File: src/rtl/vpf_pkg.sv
package vpf_pkg;
  localparam int CYC_PER_WORD = 4;
  localparam int WORDS_FULL   = 4;
  localparam int WORDS_SCROLL = 2;
  localparam int WORDS_HIGH   = 1;
  localparam int PH_W = $clog2(CYC_PER_WORD);
  localparam int WC_W = $clog2(WORDS_FULL + 1);

  typedef enum logic [1:0] {
    RES_LOW  = 2'd0,
    RES_MED  = 2'd1,
    RES_HIGH = 2'd2,
    RES_RSV  = 2'd3
  } res_e;
endpackage

File: src/rtl/vpf_rst_sync.sv
module vpf_rst_sync (
  input  logic clk,
  input  logic rst_n,
  output logic rst_sync_n
);
  logic [1:0] sh_q;

  always_ff @(posedge clk or negedge rst_n) begin
    if (!rst_n) sh_q <= 2'b00;
    else        sh_q <= {sh_q[0], 1'b1};
  end

  assign rst_sync_n = sh_q[1];
endmodule

File: src/rtl/vpf_len_sel.sv
module vpf_len_sel
  import vpf_pkg::*;
(
  input  logic [1:0]      res_mode,
  input  logic            fscroll_on,
  output logic [WC_W-1:0] word_limit
);
  res_e res;

  always_comb begin
    res = res_e'(res_mode);
    unique case (res)
      RES_HIGH: word_limit = WC_W'(WORDS_HIGH);
      RES_MED:  word_limit = fscroll_on ? WC_W'(WORDS_SCROLL) : WC_W'(WORDS_FULL);
      default:  word_limit = WC_W'(WORDS_FULL);
    endcase
  end
endmodule

File: src/rtl/vpf_seq.sv
module vpf_seq
  import vpf_pkg::*;
(
  input  logic            clk,
  input  logic            rst_n,
  input  logic            cyc_en,
  input  logic            de_start,
  input  logic            eol_pulse,
  input  logic [WC_W-1:0] word_limit,
  output logic            word_ld,
  output logic            pf_busy,
  output logic            disp_act
);
  logic            busy_q, busy_d;
  logic            act_q, act_d;
  logic [PH_W-1:0] ph_q, ph_d;
  logic [WC_W-1:0] wc_q, wc_d;
  logic            boundary, finish, start;
  logic [WC_W-1:0] words_done;

  always_comb begin
    boundary   = busy_q && (ph_q == PH_W'(CYC_PER_WORD - 1));
    words_done = wc_q + WC_W'(1);
    finish     = boundary && (words_done >= word_limit);
    start      = de_start && !busy_q;

    busy_d = busy_q;
    ph_d   = ph_q;
    wc_d   = wc_q;
    act_d  = act_q;
    if (cyc_en) begin
      if (start) begin
        busy_d = 1'b1;
        ph_d   = '0;
        wc_d   = '0;
      end else if (busy_q) begin
        ph_d = boundary ? '0 : ph_q + PH_W'(1);
        if (boundary) wc_d = words_done;
        if (finish)   busy_d = 1'b0;
      end
      if (finish)         act_d = 1'b1;
      else if (eol_pulse) act_d = 1'b0;
    end
  end

  always_ff @(posedge clk or negedge rst_n) begin
    if (!rst_n) begin
      busy_q <= 1'b0;
      act_q  <= 1'b0;
      ph_q   <= '0;
      wc_q   <= '0;
    end else begin
      busy_q <= busy_d;
      act_q  <= act_d;
      ph_q   <= ph_d;
      wc_q   <= wc_d;
    end
  end

  assign word_ld  = cyc_en && boundary;
  assign pf_busy  = busy_q;
  assign disp_act = act_q;
endmodule

File: src/rtl/vpf_blank.sv
module vpf_blank
  import vpf_pkg::*;
(
  input  logic [1:0] res_mode,
  input  logic       mono_mon,
  output logic       blank_force
);
  always_comb begin
    blank_force = (res_e'(res_mode) == RES_HIGH) && !mono_mon;
  end
endmodule

File: src/rtl/vid_prefetch_ctl.sv
module vid_prefetch_ctl
  import vpf_pkg::*;
(
  input  logic       clk,
  input  logic       rst_n,
  input  logic       cyc_en,
  input  logic       de_start,
  input  logic [1:0] res_mode,
  input  logic       fscroll_on,
  input  logic       mono_mon,
  input  logic       eol_pulse,
  output logic       word_ld,
  output logic       pf_busy,
  output logic       disp_act,
  output logic       blank_force
);
  logic            rst_int_n;
  logic [WC_W-1:0] word_limit;

  vpf_rst_sync u_rst (
    .clk        (clk),
    .rst_n      (rst_n),
    .rst_sync_n (rst_int_n)
  );

  vpf_len_sel u_len (
    .res_mode   (res_mode),
    .fscroll_on (fscroll_on),
    .word_limit (word_limit)
  );

  vpf_seq u_seq (
    .clk        (clk),
    .rst_n      (rst_int_n),
    .cyc_en     (cyc_en),
    .de_start   (de_start),
    .eol_pulse  (eol_pulse),
    .word_limit (word_limit),
    .word_ld    (word_ld),
    .pf_busy    (pf_busy),
    .disp_act   (disp_act)
  );

  vpf_blank u_blank (
    .res_mode    (res_mode),
    .mono_mon    (mono_mon),
    .blank_force (blank_force)
  );
endmodule

File: config.mk
export PLATFORM = sky130hd
export DESIGN_NAME = vid_prefetch_ctl
export DESIGN_NICKNAME = d
export VERILOG_FILES = /design/src/rtl/vpf_pkg.sv /design/src/rtl/vpf_rst_sync.sv /design/src/rtl/vpf_len_sel.sv /design/src/rtl/vpf_seq.sv /design/src/rtl/vpf_blank.sv /design/src/rtl/vid_prefetch_ctl.sv
export SDC_FILE = /design/constraint.sdc
export NUM_CORES = 1
export LEC_CHECK = 0
export BUFFER_PORTS_ARGS = -buffer_cell sky130_fd_sc_hd__buf_4
export CORE_AREA = 2 2 39 41
export CTS_BUF_LIST = sky130_fd_sc_hd__clkbuf_4 sky130_fd_sc_hd__clkbuf_8 sky130_fd_sc_hd__clkbuf_16
export DETAILED_ROUTE_END_ITERATION = 16
export DIE_AREA = 0 0 41 43
export PLACE_DENSITY = 0.68
export SYNTH_ARGS = -nofsm -noshare
export SYNTH_HDL_FRONTEND = slang
export SYNTH_SLANG_ARGS = --single-unit
File: constraint.sdc
create_clock -name clk -period 1.5 [get_ports clk]
set_clock_uncertainty 0.15 [all_clocks]
set_input_delay 0.15 -clock clk [delete_from_list [all_inputs] [get_ports clk]]
set_output_delay 0.15 -clock clk [all_outputs]
set_load 0.005 [all_outputs]
==> results_dict.tcl, run 1 <==
set metrics [dict create \
    status "finished, violations left" \
    port_buffers 12 \
    post-dp-hpwl_um 785 \
    drc_errors 0 \
    numClockSinks 9 \
    p_leak_nw 0.346 \
    mappedNetlistArea_um2 492 \
    crit_path_frequent_cell "ha_4" \
    cp-end-kind "register" \
    clk_latency_ns 0.26 \
    comb_power_share_pct 52.5 \
    drt-pass1-iter-count 4 \
    finalSetupTns_ns -0.0967 \
    min_path_type "input port to register" \
    drive_gt1_share_pct 42.0 \
    fin_ws_ns -0.0532 \
    clkSlewWorstSetupHoldPaths_ns 0.06 \
    cts_buffers 3 \
    crit_slowest_cell "dfrtp_1" \
    cp.arrival_ns 1.56 \
    maxCapViolations 0 \
    p_per_area_nw_per_um2 1800 \
    vdd_drop_max_uv 911 \
    ys_seq_elements 9 \
    crit_chain "ha_4 -> xor2_2 -> ha_4 -> o21ai_2 -> o21ba_1" \
    die_area_um2 1760 \
    cts_tree "built" \
    rows 14 \
    hold_viol 0 \
    cts.path.max_buffers 2 \
    swShare_pct 34.3 \
    violations "negative setup slack" \
    nNetsFinal 84 \
    synth_warnings 0 \
    drv_slew 0 \
    die_height_um 43 \
    synth_seq_area_share_pct 45.8 \
    setup_violations 2 \
    fin_crit_sh_pct 104 \
    start_util_pct 35.5 \
    start_kind "register" \
    synth_cell_types 23 \
    vias 438 \
    intPower_mw 0.886 \
    vias_per_cell 5.15 \
    die_x_um 41 \
    diodes 0 \
    cts-root-buf "clkbuf_4" \
    worst-path-max-fanout 3 \
    synthCells 47 \
    core_um2 1380 \
    post-place-ws_ns -0.0416 \
    pwr-share-clk_pct 14.8 \
    h-tree-depth 1 \
    grtUsageTotal_pct 14.3 \
    syn_nets 61 \
    wire_per_inst_um 12.3 \
    overflow 0 \
    grt_pass1_wl_um 1630 \
    syn2layout_area_growth_pct 52.7 \
    grt_antenna_before_repair 0 \
    routed_wl_um 1050 \
    grt_start_max_net_pins 10 \
    grt_pass1_vias 422 \
    critPathKind "register to register" \
    max_freq_mhz 644 \
    period_minus_slack_ns 1.55 \
    routabilityCongestion 0.710 \
    syn_avg_cell_area_um2 10.5 \
    slowest_delay_ns 0.42 \
    p_seq_share_pct 32.7 \
    p_sw_mw 0.464 \
    drtIter0Drc 4 \
    io_pins 13 \
    final_core_util_pct 54.2 \
    ant_nets 0 \
    worstPathRequired_ns 1.50 \
    grt_setup_unrepaired "true" \
]
==> through the flow <==
step | power [mW] | hold slack (ns) | cell area [um2] | cells
floorplan | 0.785 | -0.296 | 509 | 47
global placement | 0.986 | -0.216 | 644 | 78
detailed placement | 1.00 | -0.217 | 644 | 78
CTS | 1.25 | 0.0147 | 711 | 84
global route | 1.48 | 0.0341 | 751 | 85
finish | 1.35 | 0.0276 | 751 | 85
==> synthesized netlist by cell type (all sizes together) <==
cell    number  area share [%]
dfrtp        9              46
nand2        6             4.6
ha           5              13
o21ai        5             5.9
a22o         2             3.6
a32o         2             4.1
inv          2             1.5
nand2b       2             2.5
nor2         2             1.5
a211oi       1             1.5
a21boi       1             1.5
a21oi        1             1.0
and3         1             1.5
and4b        1             2.0
buf          1             1.0
conb         1            0.76
mux2i        1             2.0
nand3        1             1.0
nand3b       1             1.5
o21ba        1             2.0
xor2         1             1.8
==> final cells by class <==
| cell class | instances | area, um2 |
|---|---|---|
| clock buffers | 4 | 30.0 |
| repair buffers | 19 | 148 |
| inverters | 2 | 7.51 |
| flip-flops and latches | 9 | 225 |
| well taps | 16 | 20.0 |
| fillers | 124 | 633 |
| multi-input cells | 35 | 320 |
==> state kept, by name, indices dropped and copies added, names as in the netlist <==
| signal | count |
|---|---|
| u_seq.disp_act | 1 |
| u_seq.ph_q | 2 |
| u_rst.sh_q | 2 |
| u_seq.wc_q | 3 |
| u_seq.pf_busy | 1 |
==> per-layer routing <==
layer	vias to the layer above	wire, um	global-route usage (%)
met5	-	0	0
met4	0	24	10.0
met3	4	34	1.57
met2	8	521	22.2
met1	214	468	17.3
li1	212	-	-
==> power groups by stage <==
stage               clock network [mW]  logic, mW  registers, mW
global placement                     0      0.552          0.434
global route                     0.216      0.802          0.459
finish                           0.199      0.709          0.442
CTS                              0.209      0.599          0.442
floorplan                            0      0.365          0.420
detailed placement                   0      0.565          0.437
==> worst max-delay path: cells and delay by family (launching register included) <==
| kind | cells | cell delay [ns] |
|---|---|---|
| AO/OA/AOI/OAI | 2 | 0.22 |
| XOR/XNOR | 1 | 0.18 |
| adder cells (fa/ha/maj) | 2 | 0.47 |
| flip-flops | 1 | 0.42 |
==> path summary, 6_finish.rpt <==
check,start,endpoint,slack [ns],depth (start not counted)
worst max-delay path,u_seq.wc_q[0]$_DFFE_PN0P_,u_seq.pf_busy$_DFFE_PN0P_,-0.05,5
worst min-delay path,eol_pulse,u_seq.disp_act$_DFFE_PN0P_,0.03,4
worst max register to register,u_seq.wc_q[0]$_DFFE_PN0P_,u_seq.pf_busy$_DFFE_PN0P_,-0.05,5
worst min register to register,u_rst.sh_q[0]$_DFF_PN0_,u_rst.sh_q[1]$_DFF_PN0_,0.20,0
max in group asynchronous,u_rst.sh_q[1]$_DFF_PN0_,u_seq.wc_q[0]$_DFFE_PN0P_,0.43,1
min in group asynchronous,rst_n,u_rst.sh_q[0]$_DFF_PN0_,0.06,2
==> cells in the final DEF (no fill, tap or decap), types with 2 or more instances in the layout <==
master         count
clkbuf_4           4
o21ai_0            2
inv_1              2
ha_4               4
a32o_1             2
o21ai_1            2
dfrtp_1            9
nand2b_1           2
buf_4             17
nor2_1             2
a22o_1             2
nand2_1            6
dlygate4sd3_1      2
==> logic make-up (layout without fill, tap and decap cells) <==
logic type	Yosys count	in the layout	share of synthesized area, %
AO/OA/AOI/OAI	13	13	19.6
XOR/XNOR	1	1	1.78
adder cells (fa/ha/maj)	5	5	12.7
buffers and inverters	3	25	2.54
flip-flops	9	9	45.8
multiplexers	1	1	2.04
other	1	1	0.763
AND/OR/NAND/NOR	14	14	14.8
==> what timing repair did <==
action	in CTS	in global routing
buffers inserted	0	1
resized for setup	3	4
pin swaps	1	5
setup endpoints to repair	3	2
endpoints found under the hold margin	9	0
hold buffers	2	0
(Power assumes the default switching activity.)
==> run 2: changes to the inputs <==
--- a/config.mk
+++ b/config.mk
@@ -5,7 +5,7 @@
 export SDC_FILE = /design/constraint.sdc
 export NUM_CORES = 1
 export LEC_CHECK = 0
-export BUFFER_PORTS_ARGS = -buffer_cell sky130_fd_sc_hd__buf_4
+export BUFFER_PORTS_ARGS = -buffer_cell sky130_fd_sc_hd__buf_2
 export CORE_AREA = 2 2 39 41
 export CTS_BUF_LIST = sky130_fd_sc_hd__clkbuf_4 sky130_fd_sc_hd__clkbuf_8 sky130_fd_sc_hd__clkbuf_16
 export DETAILED_ROUTE_END_ITERATION = 16
==> run 2 against run 1 <==
Compared with the run above:
- the run still ends with negative setup slack left
- flip-flop and latch count did not move
- worst hold slack got worse by 0.015 ns
- register-to-register slack barely moved
- combinational power fell by 12%
- global-route usage rose by 0.38 points
- clock power barely moved
- sequential share of layout area rose by 2.6 points
- count of clock-buffer cells in the layout did not move
- cell count fell by 1.2%
- highest routed layer unchanged
==> results_dict.tcl, run 2 (same netlist as run 1, synthesis figures left out) <==
set metrics [dict create \
    status "finished, violations left" \
    violations "negative setup slack" \
    drc_errors 0 \
    largest_reg_flops 3 \
    worst-path-max-fanout 3 \
    drive_gt1_share_pct 39.7 \
    drtIter0Drc 1 \
    hold_viol 0 \
    maxCapViolations 0 \
    core_um2 1380 \
    p_per_area_nw_per_um2 1830 \
    cp-end-kind "register" \
    setup_violations 2 \
    fin_crit_sh_pct 104 \
    fin_ws_ns -0.0577 \
    die_x_um 41 \
    power.total_mw 1.27 \
    vias_per_cell 4.90 \
    drv_slew 0 \
    finalSetupTns_ns -0.111 \
    worstPathRequired_ns 1.49 \
    min_path_type "input port to register" \
    die_height_um 43 \
    top_register "u_seq.wc_q" \
    max_freq_mhz 642 \
    cts_buffers 3 \
    clkSlewWorstSetupHoldPaths_ns 0.06 \
    cts-root-buf "clkbuf_4" \
    cp.arrival_ns 1.55 \
    start_kind "register" \
    clk_latency_ns 0.26 \
    port_buffers 12 \
    grtUsageTotal_pct 14.7 \
    grt_setup_unrepaired "true" \
    grt_antenna_before_repair 0 \
    syn2layout_area_growth_pct 41.2 \
    wire_per_inst_um 12.3 \
    grt_pass1_vias 420 \
    vdd_drop_max_uv 769 \
    grt_start_max_net_pins 10 \
    p_leak_nw 0.331 \
    critPathKind "register to register" \
    whs_ns 0.0129 \
    layout_commonest_cell "buf_2" \
    io_pins 13 \
    nNetsFinal 83 \
    post_cts_buffers 0 \
    cts.path.max_buffers 2 \
    numClockSinks 9 \
    ant_nets 0 \
    reg.largest.list "u_seq.wc_q x3, u_rst.sh_q x2, u_seq.ph_q x2" \
    drt-pass1-iter-count 3 \
    routed_wl_um 1030 \
    rows 14 \
    post-dp-hpwl_um 779 \
    vias 412 \
    die_area_um2 1760 \
    postPlaceCellArea_um2 614 \
    diodes 0 \
    period_minus_slack_ns 1.56 \
    fin_area_um2 694 \
    cts_tree "built" \
    grt_pass1_wl_um 1700 \
    final_core_util_pct 50.2 \
    routabilityCongestion 0.733 \
    start_util_pct 35.5 \
    overflow 0 \
    final_cell_mix "buf_2, dfrtp_1, nand2_1, clkbuf_4, buf_4" \
    h-tree-depth 1 \
]
-- run 2: power by group --
part	switching [mW]	internal, mW	leakage [nW]	total [mW]
Clock	0.0820	0.120	0.0184	0.202
Combinational	0.253	0.368	0.212	0.621
Sequential	0.112	0.334	0.101	0.446
Total	0.447	0.822	0.331	1.27
-- run 2: what timing repair did --
item / CTS / global route
hold buffers: 2 / 0
pin swaps: 4 / 0
endpoints found under the hold margin: 9 / 0
gates resized for setup: 4 / 1
endpoints found under the setup margin: 3 / 3
-- run 2: area by class of cell --
type                       count  area [um2]
fill                         125         689
multi-input combinational     35         300
sequential                     9         226
timing repair buffer          18         110
clock buffer                   4        30.0
tap                           16        20.0
inverter                       2        7.51
-- run 2: stage by stage --
stage	worst slack (ns)	std cells
floorplan	0.00113	47
global placement	-0.0503	78
detailed placement	-0.0675	78
CTS	-0.0637	84
global route	-0.0919	84
finish	-0.0577	84
-- run 2: metal layers --
layer	share of wire (%)	track usage [%]	routed length, um	up-vias
met1	45	16.9	461	190
met3	3.3	1.57	34	2
met4	1.3	10.0	13	0
met5	0	0	0	-
met2	51	23.8	524	7
li1	-	-	-	213
-- run 2: worst paths after layout --
check / endpoint / slack (ns) / from / depth (start not counted)
hold / removal: u_seq.disp_act$_DFFE_PN0P_ / 0.01 / eol_pulse / 4
setup reg to reg: u_seq.disp_act$_DFFE_PN0P_ / -0.06 / u_seq.wc_q[0]$_DFFE_PN0P_ / 5
setup / recovery: u_seq.disp_act$_DFFE_PN0P_ / -0.06 / u_seq.wc_q[0]$_DFFE_PN0P_ / 5
max in group asynchronous: u_seq.wc_q[0]$_DFFE_PN0P_ / 0.42 / u_rst.sh_q[1]$_DFF_PN0_ / 1
min in group asynchronous: u_rst.sh_q[0]$_DFF_PN0_ / 0.05 / rst_n / 2
hold reg to reg: u_rst.sh_q[1]$_DFF_PN0_ / 0.20 / u_rst.sh_q[0]$_DFF_PN0_ / 0
-- run 2: worst max-delay path, cell delays in order, from the launching register on --
cell and delay, ns:
dfrtp_2 0.44, ha_4 0.17, xor2_1 0.15, ha_1 0.23, a211oi_2 0.20, o21ai_1 0.09
==> run 3: changes to the inputs <==
--- a/config.mk
+++ b/config.mk
@@ -7,7 +7,7 @@
 export LEC_CHECK = 0
 export BUFFER_PORTS_ARGS = -buffer_cell sky130_fd_sc_hd__buf_2
 export CORE_AREA = 2 2 39 41
-export CTS_BUF_LIST = sky130_fd_sc_hd__clkbuf_4 sky130_fd_sc_hd__clkbuf_8 sky130_fd_sc_hd__clkbuf_16
+export CTS_BUF_LIST = sky130_fd_sc_hd__clkbuf_8 sky130_fd_sc_hd__clkbuf_16
 export DETAILED_ROUTE_END_ITERATION = 16
 export DIE_AREA = 0 0 41 43
 export PLACE_DENSITY = 0.68
==> run 3 against run 2 <==
Compared with the run above:
- the run still ends with negative setup slack left
- register-to-register slack is essentially flat
- fmax is 0.50% higher
- core utilization grew 1.9 points
- non-clock buffer count is 2 higher
- sequential share of layout area down 1.2 points
- die area unchanged
- via count rose by 1.9%
- first-iteration DRC count increased to 5.0 times the previous value
- critical path type unchanged
- largest cell class unchanged
- largest power group unchanged
==> results_dict.tcl, run 3 (same netlist as run 1, synthesis figures left out) <==
set metrics [dict create \
    status "finished, violations left" \
    violations "negative setup slack" \
    comb_power_share_pct 47.7 \
    port_buffers 12 \
    grt_pass1_vias 420 \
    cts_buffers 3 \
    swShare_pct 34.0 \
    n_fill_cell 118 \
    clk_latency_ns 0.23 \
    routabilityCongestion 0.733 \
    cts-root-buf "clkbuf_8" \
    hold_viol 0 \
    period_minus_slack_ns 1.55 \
    routed_wl_um 1080 \
    grt_start_max_net_pins 10 \
    start_util_pct 35.5 \
    die_x_um 41 \
    drt-pass1-iter-count 3 \
    final_cell_mix "buf_2, dfrtp_1, nand2_1, buf_4" \
    syn2layout_area_growth_pct 46.6 \
    grt_setup_unrepaired "true" \
    reg2reg_to "u_seq.disp_act$_DFFE_PN0P_" \
    grtUsageTotal_pct 14.6 \
    p_seq_share_pct 32.8 \
    fin_ws_ns -0.0499 \
    overflow 0 \
    cts_tree "built" \
    reg2reg_setup_slack_ns -0.05 \
    ant_nets 0 \
    p_sw_mw 0.463 \
    nNetsFinal 85 \
    cp.arrival_ns 1.51 \
    vias_per_cell 4.88 \
    worstSetupStartpoint "u_seq.wc_q[0]$_DFFE_PN0P_" \
    io_pins 13 \
    max_freq_mhz 645 \
    start_kind "register" \
    reg2reg_from "u_seq.wc_q[0]$_DFFE_PN0P_" \
    intPower_mw 0.899 \
    h-tree-depth 1 \
    top_register "u_seq.wc_q" \
    die_area_um2 1760 \
    cts.path.max_buffers 2 \
    die_height_um 43 \
    setup_violations 2 \
    r2r_cells 5 \
    layout_commonest_cell "buf_2" \
    post-place-ws_ns -0.0675 \
    drv_slew 0 \
    diodes 0 \
    post-dp-hpwl_um 779 \
    clkSlewWorstSetupHoldPaths_ns 0.04 \
    grt_antenna_before_repair 0 \
    wire_per_inst_um 12.5 \
    power.total_mw 1.36 \
    p_per_area_nw_per_um2 1890 \
    worstPathRequired_ns 1.46 \
    drc_errors 0 \
    grt_pass1_wl_um 1700 \
    numClockSinks 9 \
    maxCapViolations 0 \
    reg.largest.list "u_seq.wc_q x3, u_rst.sh_q x2, u_seq.ph_q x2" \
    critPathKind "register to register" \
    fin_crit_sh_pct 103 \
    largest_reg_flops 3 \
    core_um2 1380 \
    min_path_type "input port to register" \
    vdd_drop_max_uv 1180 \
    worst-path-max-fanout 3 \
    rows 14 \
    p_leak_nw 0.351 \
    cp-end-kind "register" \
    pwr-share-clk_pct 19.5 \
    vias 420 \
    drive_gt1_share_pct 40.0 \
    drtIter0Drc 5 \
    cp-endpoint "u_seq.disp_act$_DFFE_PN0P_" \
]
run 3: changes by cell type in the layout (fill, tap and decap cells not counted):
cell,before,now
clkbuf_8,0,3
buf_4,4,6
and3_4,1,0
inv_1,2,3
clkbuf_4,4,0
and3_2,0,1
run 3: critical path, stage by stage (launching register included):
cell,delay [ns]
dfrtp_2,0.43
ha_4,0.17
xor2_1,0.15
ha_1,0.23
a211oi_2,0.20
o21ai_1,0.09
run 3: power groups by stage:
stage          clock [mW]  sequential [mW]  combinational, mW
3_3_place_gp            0            0.431              0.525
3_5_place_dp            0            0.438              0.543
4_1_cts             0.274            0.443              0.619
6_report            0.266            0.446              0.650
5_1_grt             0.287            0.459              0.719
2_1_floorplan           0            0.420              0.365
run 3: repair_timing:
action,4_1_cts,5_1_grt
cloned,0,0
gates resized for setup,3,1
hold endpoints to repair,9,0
hold buffers,2,0
setup buffers,0,2
pin swaps,3,1
endpoints found under the setup margin,3,4
run 3: final cells by class:
type	count	area, um2	area share [%]
clock inverter	1	3.75	0.521
multi-input combinational	35	297	41.1
clock buffer	3	41.3	5.73
sequential	9	226	31.4
timing repair buffer	20	125	17.4
tap	16	20.0	2.78
inverter	2	7.51	1.04
run 3: how the worst min path moves through the flow:
stage,startpoint,to,slack [ns],cells past startpoint
global route,eol_pulse,u_seq.disp_act$_DFFE_PN0P_,0.05,4
CTS,eol_pulse,u_seq.disp_act$_DFFE_PN0P_,0.05,4
global placement,rst_n,u_rst.sh_q[0]$_DFF_PN0_,-0.21,1
floorplan,rst_n,u_rst.sh_q[0]$_DFF_PN0_,-0.30,0
detailed placement,rst_n,u_rst.sh_q[0]$_DFF_PN0_,-0.21,1
finish,eol_pulse,u_seq.disp_act$_DFFE_PN0P_,0.05,4
run 3: per-stage QoR:
step                instance area [um2]  instances  setup TNS (ns)  util (%)  hold WS, ns
CTS                                 704         84          -0.111      50.9       0.0504
floorplan                           509         47               0         -       -0.296
global placement                    614         78         -0.0855      44.4       -0.213
finish                              721         86         -0.0998      52.1       0.0465
global route                        721         86          -0.172      52.1       0.0545
detailed placement                  614         78          -0.121      44.4       -0.212
run 3: per-layer routing:
| metal | track usage, % | wire length (um) |
|---|---|---|
| met3 | 3.14 | 26 |
| met1 | 16.2 | 478 |
| met4 | 6.00 | 10 |
| met2 | 25.0 | 563 |
| met5 | 0 | 0 |
